==> config.mk <==
export PLATFORM = sky130hd
export DESIGN_NAME = i2c_eeprom_wp
export DESIGN_NICKNAME = d
export VERILOG_FILES = /design/src/rtl/eep_pkg.sv /design/src/rtl/eep_bus_sense.sv /design/src/rtl/eep_page_buf.sv /design/src/rtl/eep_array.sv /design/src/rtl/eep_wcycle.sv /design/src/rtl/i2c_eeprom_wp.sv
export SDC_FILE = /design/constraint.sdc
export NUM_CORES = 2
export LEC_CHECK = 0
export BUFFER_PORTS_ARGS = -buffer_cell sky130_fd_sc_hd__buf_2
export CAP_MARGIN = 25
export CORE_UTILIZATION = 35
export DETAILED_ROUTE_END_ITERATION = 8
export GPL_TIMING_DRIVEN = 0
export PLACE_DENSITY_LB_ADDON = 0.12
export SYNTH_ARGS = -nofsm -noshare
export SYNTH_HDL_FRONTEND = slang
export SYNTH_SLANG_ARGS = --single-unit
==> constraint.sdc <==
create_clock -name clk -period 6 [get_ports clk]
set_clock_uncertainty 0.2 [all_clocks]
set_input_delay 0.6 -clock clk [delete_from_list [all_inputs] [get_ports clk]]
set_output_delay 0.6 -clock clk [all_outputs]
set_load 0.005 [all_outputs]
==> src/rtl/eep_pkg.sv <==
`timescale 1ns/1ps
package eep_pkg;
    typedef enum logic [3:0] {
        S_IDLE,
        S_DEV,
        S_DACK,
        S_WORD,
        S_WACKA,
        S_WDAT,
        S_WACK,
        S_RDAT,
        S_RACK
    } bus_state_t;

    localparam int         PAGE_BYTES = 16;
    localparam int         OFS_W      = $clog2(PAGE_BYTES);
    localparam logic [3:0] DEV_TYPE   = 4'b1010;
endpackage

==> src/rtl/eep_bus_sense.sv <==
`timescale 1ns/1ps
module eep_bus_sense (
    input  logic clk,
    input  logic rst_n,
    input  logic scl_i,
    input  logic sda_i,
    output logic scl_rise_o,
    output logic scl_fall_o,
    output logic start_o,
    output logic stop_o,
    output logic sda_o
);
    logic [1:0] scl_sync, sda_sync;
    logic       scl_p, sda_p;
    logic       scl_s, sda_s;

    always_ff @(posedge clk or negedge rst_n) begin
        if (!rst_n) begin
            scl_sync <= 2'b11;
            sda_sync <= 2'b11;
            scl_p    <= 1'b1;
            sda_p    <= 1'b1;
        end else begin
            scl_sync <= {scl_sync[0], scl_i};
            sda_sync <= {sda_sync[0], sda_i};
            scl_p    <= scl_sync[1];
            sda_p    <= sda_sync[1];
        end
    end

    assign scl_s      = scl_sync[1];
    assign sda_s      = sda_sync[1];
    assign scl_rise_o = scl_s & ~scl_p;
    assign scl_fall_o = ~scl_s & scl_p;
    assign start_o    = scl_s & scl_p & sda_p & ~sda_s;
    assign stop_o     = scl_s & scl_p & ~sda_p & sda_s;
    assign sda_o      = sda_s;
endmodule

==> src/rtl/eep_page_buf.sv <==
`timescale 1ns/1ps
module eep_page_buf #(
    parameter int SLOTS = 16
) (
    input  logic                     clk,
    input  logic                     rst_n,
    input  logic                     clr_i,
    input  logic                     wr_i,
    input  logic [$clog2(SLOTS)-1:0] idx_i,
    input  logic [7:0]               data_i,
    output logic [SLOTS*8-1:0]       data_o,
    output logic [SLOTS-1:0]         mask_o,
    output logic                     any_o
);
    localparam int IW = $clog2(SLOTS);

    for (genvar s = 0; s < SLOTS; s++) begin : g_slot
        always_ff @(posedge clk or negedge rst_n) begin
            if (!rst_n) begin
                mask_o[s]         <= 1'b0;
                data_o[s*8 +: 8]  <= 8'h00;
            end else if (clr_i) begin
                mask_o[s]         <= 1'b0;
            end else if (wr_i && idx_i == IW'(s)) begin
                mask_o[s]         <= 1'b1;
                data_o[s*8 +: 8]  <= data_i;
            end
        end
    end

    assign any_o = |mask_o;
endmodule

==> src/rtl/eep_array.sv <==
`timescale 1ns/1ps
module eep_array import eep_pkg::*; #(
    parameter int BYTES = 256,
    localparam int AW   = $clog2(BYTES),
    localparam int PW   = AW - OFS_W
) (
    input  logic                    clk,
    input  logic                    rst_n,
    input  logic                    commit_i,
    input  logic [PW-1:0]           page_i,
    input  logic                    wp_i,
    input  logic [PAGE_BYTES*8-1:0] wdata_i,
    input  logic [PAGE_BYTES-1:0]   wmask_i,
    input  logic [AW-1:0]           raddr_i,
    output logic [7:0]              rdata_o
);
    logic [7:0] mem_q [BYTES];
    logic       blocked;

    assign blocked = wp_i & page_i[PW-1];

    always_ff @(posedge clk or negedge rst_n) begin
        if (!rst_n) begin
            for (int i = 0; i < BYTES; i++) mem_q[i] <= 8'h00;
        end else if (commit_i && !blocked) begin
            for (int k = 0; k < PAGE_BYTES; k++) begin
                if (wmask_i[k]) mem_q[{page_i, OFS_W'(k)}] <= wdata_i[k*8 +: 8];
            end
        end
    end

    assign rdata_o = mem_q[raddr_i];

    // a protected upper-half page keeps its contents through a commit
    p_protect_hold_r7: assert property (@(posedge clk) disable iff (!rst_n)
        (commit_i && wp_i && page_i[PW-1]) |=>
        (mem_q[{$past(page_i), OFS_W'(0)}] == $past(mem_q[{page_i, OFS_W'(0)}])));
endmodule

==> src/rtl/eep_wcycle.sv <==
`timescale 1ns/1ps
module eep_wcycle #(
    parameter int CYCLES = 1000000,
    localparam int CW    = $clog2(CYCLES + 1)
) (
    input  logic clk,
    input  logic rst_n,
    input  logic start_i,
    output logic busy_o
);
    logic [CW-1:0] left_q;

    always_ff @(posedge clk or negedge rst_n) begin
        if (!rst_n)              left_q <= '0;
        else if (start_i)        left_q <= CW'(CYCLES);
        else if (left_q != '0)   left_q <= left_q - 1'b1;
    end

    assign busy_o = (left_q != '0);

    // each commit opens a write cycle
    p_busy_after_commit_r6: assert property (@(posedge clk) disable iff (!rst_n)
        start_i |=> busy_o);
endmodule

==> src/rtl/i2c_eeprom_wp.sv <==
`timescale 1ns/1ps
module i2c_eeprom_wp import eep_pkg::*; #(
    parameter int MEM_BYTES    = 256,
    parameter int WRITE_CYCLES = 1000000
) (
    input  logic       clk,
    input  logic       rst_n,
    input  logic       scl_i,
    input  logic       sda_i,
    output logic       sda_oe_o,
    input  logic [2:0] sel_i,
    input  logic       wp_i,
    output logic       busy_o
);
    localparam int AW        = $clog2(MEM_BYTES);
    localparam int PW        = AW - OFS_W;
    localparam bit BLOCK_BIT = (MEM_BYTES > 256);

    bus_state_t st_q, st_d;
    logic [3:0]    cnt_q;
    logic [7:0]    rx_q, tx_q;
    logic [AW-1:0] addr_q;
    logic          rw_q, sda_oe_q;

    logic scl_rise, scl_fall, start_det, stop_det, sda_bit;
    logic byte_done, dev_hit;
    logic [AW-1:0] addr_devw, addr_word;
    logic          buf_wr, buf_clr, buf_any, commit;
    logic [PAGE_BYTES*8-1:0] buf_data;
    logic [PAGE_BYTES-1:0]   buf_mask;
    logic [7:0]    rd_byte;

    eep_bus_sense u_sense (
        .clk        (clk),
        .rst_n      (rst_n),
        .scl_i      (scl_i),
        .sda_i      (sda_i),
        .scl_rise_o (scl_rise),
        .scl_fall_o (scl_fall),
        .start_o    (start_det),
        .stop_o     (stop_det),
        .sda_o      (sda_bit)
    );

    assign byte_done = (cnt_q == 4'd8);

    if (BLOCK_BIT) begin : g_blk
        assign dev_hit   = (rx_q[7:4] == DEV_TYPE) && (rx_q[3:2] == sel_i[2:1]);
        assign addr_devw = {rx_q[1], addr_q[AW-2:0]};
        assign addr_word = {addr_q[AW-1], rx_q};
    end else begin : g_flat
        assign dev_hit   = (rx_q[7:4] == DEV_TYPE) && (rx_q[3:1] == sel_i);
        assign addr_devw = addr_q;
        assign addr_word = rx_q;
    end

    // Next-state logic
    always_comb begin
        st_d = st_q;
        if (start_det)      st_d = S_DEV;
        else if (stop_det)  st_d = S_IDLE;
        else begin
            unique case (st_q)
                S_IDLE:  st_d = S_IDLE;
                S_DEV:   if (scl_fall && byte_done) st_d = (dev_hit && !busy_o) ? S_DACK : S_IDLE;
                S_DACK:  if (scl_fall) st_d = rw_q ? S_RDAT : S_WORD;
                S_WORD:  if (scl_fall && byte_done) st_d = S_WACKA;
                S_WACKA: if (scl_fall) st_d = S_WDAT;
                S_WDAT:  if (scl_fall && byte_done) st_d = S_WACK;
                S_WACK:  if (scl_fall) st_d = S_WDAT;
                S_RDAT:  if (scl_fall && byte_done) st_d = S_RACK;
                S_RACK:  begin
                    if (scl_rise && sda_bit) st_d = S_IDLE;
                    else if (scl_fall)       st_d = S_RDAT;
                end
                default: st_d = S_IDLE;
            endcase
        end
    end

    // State register
    always_ff @(posedge clk or negedge rst_n) begin
        if (!rst_n) st_q <= S_IDLE;
        else        st_q <= st_d;
    end

    // Outputs and datapath
    always_ff @(posedge clk or negedge rst_n) begin
        if (!rst_n) begin
            cnt_q    <= '0;
            rx_q     <= '0;
            tx_q     <= '0;
            addr_q   <= '0;
            rw_q     <= 1'b0;
            sda_oe_q <= 1'b0;
        end else if (start_det) begin
            cnt_q    <= '0;
            sda_oe_q <= 1'b0;
        end else if (stop_det) begin
            sda_oe_q <= 1'b0;
        end else begin
            unique case (st_q)
                S_DEV, S_WORD, S_WDAT: begin
                    if (scl_rise) begin
                        rx_q  <= {rx_q[6:0], sda_bit};
                        cnt_q <= cnt_q + 4'd1;
                    end else if (scl_fall && byte_done) begin
                        if (st_q == S_DEV) begin
                            if (dev_hit && !busy_o) begin
                                sda_oe_q <= 1'b1;
                                rw_q     <= rx_q[0];
                                if (!rx_q[0]) addr_q <= addr_devw;
                            end
                        end else if (st_q == S_WORD) begin
                            addr_q   <= addr_word;
                            sda_oe_q <= 1'b1;
                        end else begin
                            addr_q[OFS_W-1:0] <= addr_q[OFS_W-1:0] + 1'b1;
                            sda_oe_q <= 1'b1;
                        end
                    end
                end
                S_DACK: begin
                    if (scl_fall) begin
                        cnt_q    <= '0;
                        sda_oe_q <= 1'b0;
                        if (rw_q) begin
                            tx_q     <= rd_byte;
                            sda_oe_q <= ~rd_byte[7];
                        end
                    end
                end
                S_WACKA, S_WACK: begin
                    if (scl_fall) begin
                        cnt_q    <= '0;
                        sda_oe_q <= 1'b0;
                    end
                end
                S_RDAT: begin
                    if (scl_rise) begin
                        cnt_q <= cnt_q + 4'd1;
                    end else if (scl_fall) begin
                        if (byte_done) begin
                            sda_oe_q <= 1'b0;
                            addr_q   <= addr_q + 1'b1;
                        end else begin
                            tx_q     <= {tx_q[6:0], 1'b0};
                            sda_oe_q <= ~tx_q[6];
                        end
                    end
                end
                S_RACK: begin
                    if (scl_fall) begin
                        cnt_q    <= '0;
                        tx_q     <= rd_byte;
                        sda_oe_q <= ~rd_byte[7];
                    end
                end
                default: ;
            endcase
        end
    end

    assign sda_oe_o = sda_oe_q;

    // Page buffer control
    assign buf_wr  = (st_q == S_WDAT) && scl_fall && byte_done && !start_det && !stop_det;
    assign commit  = stop_det && buf_any;
    assign buf_clr = start_det || commit;

    eep_page_buf #(.SLOTS(PAGE_BYTES)) u_buf (
        .clk    (clk),
        .rst_n  (rst_n),
        .clr_i  (buf_clr),
        .wr_i   (buf_wr),
        .idx_i  (addr_q[OFS_W-1:0]),
        .data_i (rx_q),
        .data_o (buf_data),
        .mask_o (buf_mask),
        .any_o  (buf_any)
    );

    eep_array #(.BYTES(MEM_BYTES)) u_array (
        .clk      (clk),
        .rst_n    (rst_n),
        .commit_i (commit),
        .page_i   (addr_q[AW-1:OFS_W]),
        .wp_i     (wp_i),
        .wdata_i  (buf_data),
        .wmask_i  (buf_mask),
        .raddr_i  (addr_q),
        .rdata_o  (rd_byte)
    );

    eep_wcycle #(.CYCLES(WRITE_CYCLES)) u_wcycle (
        .clk     (clk),
        .rst_n   (rst_n),
        .start_i (commit),
        .busy_o  (busy_o)
    );

    // the target never holds SDA low while idle
    p_idle_released_r11: assert property (@(posedge clk) disable iff (!rst_n)
        (st_q == S_IDLE) |-> !sda_oe_q);

    // no address acknowledge while the write cycle runs
    p_no_ack_busy_r6: assert property (@(posedge clk) disable iff (!rst_n)
        (st_q == S_DACK) |-> !busy_o);

    // storing a data byte never moves the page bits
    p_page_kept_r5: assert property (@(posedge clk) disable iff (!rst_n)
        buf_wr |=> (addr_q[AW-1:OFS_W] == $past(addr_q[AW-1:OFS_W])));
endmodule

==> out/results.tsv <==
stage	metric	value	unit
floorplanning	Initial Util	35.3	%
power_and_ir_drop	Overall Power	33.0	mW
routing	Avg WL per Cell	48.9	µm
timing	final hold violation count	0	
clock_tree	CTS clock-pin slew for the worst setup and hold paths	60	ps
cells_and_area	FILL cells	26700	
hold_path	Hold/Removal Path Class	reg2reg	
synth	share of flip-flops with an asynchronous set or reset	100	%
grt	initial antenna violation count	92	
synth	mapped cell area	102000	µm²
worst_setup_path	Critical Path End Type	flop	
place	Placer Congestion	1.04	
grt	global-route wire length before repair	695	mm
worst_setup_path	CP required	6610	ps
worst_setup_path	largest fanout on the critical path	10	
power_and_ir_drop	Pwr Density	279	nW/µm²
synth	ys flop type	dfrtp_1	
status	violated checks	negative setup slack	
routing	remaining antenna violation count	0	
clock_tree	clk sinks	2251	
job	Max Cap Violations	0	
cells_and_area	area taken by multi-input logic gates	43800	µm²
clock_tree	Max clock buf depth	4	
place	Detail Placement HPWL	396	mm
cells_and_area	Area Growth Syn to Fin	16.0	%
power_and_ir_drop	leakage	54.3	nW
status	status	finished, violations left	
floorplanning	site row count	197	
clock_tree	number of CTS-inserted buffers	270	
worst_setup_path	crit path DAT	6880	ps
clock_tree	htree depth	5	
synth	syn_nets	6476	
timing	Setup TNS Final	-706	ps
timing	setup slack after layout	-269	ps
floorplanning	Chip Height	542	µm
worst_setup_path	type of origin of the critical path	flop	
clock_tree	Worst-Skew Late Latency	880	ps
timing	Max-slew headroom	14.5	%
synth	sequential element share of the synthesized area	55.3	%
place	placed inst area	109000	µm²
routing	first drt pass iteration count	6	
synth	post-synth top area cell	dfrtp_1	
synth	Yosys cell types	79	
cells_and_area	share of cells above drive strength 1	53.0	%
synth	Post-synth EDFFs	0	
timing	Fmax	160	MHz
clock_tree	postcts setup bufs	0	
cells_and_area	Final #Nets	6913	
grt	pin count of the biggest net entering global routing	169	
routing	drt drc	0	
grt	GRT Residual Overflow	0	
synth	share of the synthesized area in the top cell type	55.1	%
clock_tree	Root Buffer Master	clkbuf_16	
timing	final setup vio count	5	
floorplanning	# IOs	10	
routing	via count	67900	
routing	Starting DRT DRC Count	8168	
grt	Total GRT Usage	36.6	%
timing	Tmin final	6270	ps
routing	drt total wl	538	mm
synth	Ys Warns	0	
synth	top cells by area, synth	dfrtp_1 55%, mux2_2 24%, mux4_2 12%, nor2_2 1.4%, nand2_1 0.65%	
cells_and_area	most frequent cells in the layout	2245 x dfrtp_1, 2181 x mux2_2, 547 x mux4_2	
timing	RSZ-0062 raised after global routing	false	
routing	Via density	6.18	
synth	Synth Register Bits	2251	
power_and_ir_drop	Worst VDD drop	0.215	mV
synth	Gate Count Post-Synth	6460	
cells_and_area	post-route cell area	118000	µm²
timing	Worst-Margin Slew	1250	ps
place	port bufs	9	
clock_tree	CTS tree	built	
floorplanning	Die X-Extent	542	µm
synth	Syn Area/Cell	15.8	µm²
cells_and_area	Sequential Area	56300	µm²
grt	vias in the first global route	66800	
floorplanning	die area	293000	µm²
floorplanning	core outline area	289000	µm²
cells_and_area	most common cell after layout, fill and taps aside	dfrtp_1	
timing	Slew Limit Fails	0	
timing	Tcrit/Tclk final	104	%
worst_setup_path	worst setup path class	reg2reg	
==> path summary, 6_finish.rpt <==
path	from	end	slack, ps	depth (start not counted)
setup / recovery	addr_devw[3]$_DFFE_PN0P_	tx_q[3]$_DFFE_PN0P_	-270	11
hold / removal	u_sense.scl_sync[0]$_DFF_PN1_	u_sense.scl_sync[1]$_DFF_PN1_	150	0
setup reg to reg	addr_devw[3]$_DFFE_PN0P_	tx_q[3]$_DFFE_PN0P_	-270	11
hold reg to reg	u_sense.scl_sync[0]$_DFF_PN1_	u_sense.scl_sync[1]$_DFF_PN1_	150	0
max in group asynchronous	rst_n	u_array.mem_q[273]$_DFFE_PN0P_	1730	7
min in group asynchronous	rst_n	u_array.mem_q[1524]$_DFFE_PN0P_	300	3
==> through the flow <==
stage	worst slack, ps	instances	utilization, %	hold slack, ps
after floorplan	2980	6460	-	104
after global placement	-46920	10300	37.0	146
after detailed placement	-805	10500	37.9	148
after CTS	9.70	11000	40.9	129
after global routing	30.2	11000	40.9	163
final	-269	11000	40.9	155
==> state kept, by name, summed over array words and instances, names as in the netlist, 4 cells and up <==
signal,flops
addr_devw,8
u_array.mem_q,2048
tx_q,7
cnt_q,4
addr_word,8
u_wcycle.left_q,20
u_buf.data_o,128
st_q,4
u_buf.mask_o,16
==> cell usage after synthesis (9+ instances only) <==
library cell and n:
a32oi_1 17, nor3_1 29, nor4_1 21, or3_1 9, nor2_2 226, a22oi_1 30
buf_4 47, xor2_1 10, nor2_1 87, nand2_2 11, nand3_1 48, o22ai_1 37
nor2b_1 19, a31oi_1 18, buf_6 15, clkbuf_1 124, mux2_4 17, buf_1 125
xnor2_1 9, nor3_4 10, a21o_1 13, mux4_2 547, buf_2 68, nand4_1 14
mux2_2 2181, dfrtp_1 2245, mux2i_1 65, a21oi_1 58, o21ai_0 33, nand2_1 177
==> cell type report <==
class,count,share of cell area [%]
Inverter,12,0.0381
Antenna cell,28,0.0592
Clock inverter,49,0.405
Sequential cell,2251,47.6
Tap cell,3880,4.11
Clock buffer,414,6.83
Buffer,378,1.60
Timing Repair Buffer,167,2.30
Multi-Input combinational cell,3817,37.0
==> cells by family after synthesis <==
kind of cell             Yosys count  synth area share (%)
multiplexers                    2810                  37.1
XOR/XNOR                          19                 0.163
AO/OA/AOI/OAI                    272                  1.81
buffers and inverters            392                  1.82
flip-flops                      2251                  55.3
AND/OR/NAND/NOR                  708                  3.77
adder cells (fa/ha/maj)            8                0.0982
==> what timing repair did <==
item,in CTS,in global routing
hold endpoints to repair,165,0
hold buffers,3,0
resized for setup,12,0
setup endpoints to repair,6,0
==> power by group <==
part	internal [mW]	leakage, nW	switching [mW]	total, mW
sequential	15.3	31.4	0.107	15.4
combinational	0.229	18.7	0.954	1.18
clock	9.49	4.21	6.90	16.4
total	25.0	54.3	7.96	33.0
==> worst max-delay path, cell delays in order (launching register included) <==
cell	delay, ps
dfrtp_1	640
buf_2	550
buf_2	700
buf_2	770
clkbuf_1	640
buf_2	720
nand2_1	280
a32oi_2	760
nand3_1	220
nand4_1	340
a211oi_2	140
nor2_1	120
==> layer usage <==
metal	up-vias	share of wire [%]	global-route usage (%)
li1	25100	-	-
met1	38300	41	48.2
met2	3596	43	52.9
met3	931	9.8	11.3
met4	24	6.8	21.3
met5	-	0.026	0
No activity file was read; power rests on OpenSTA's default activity.
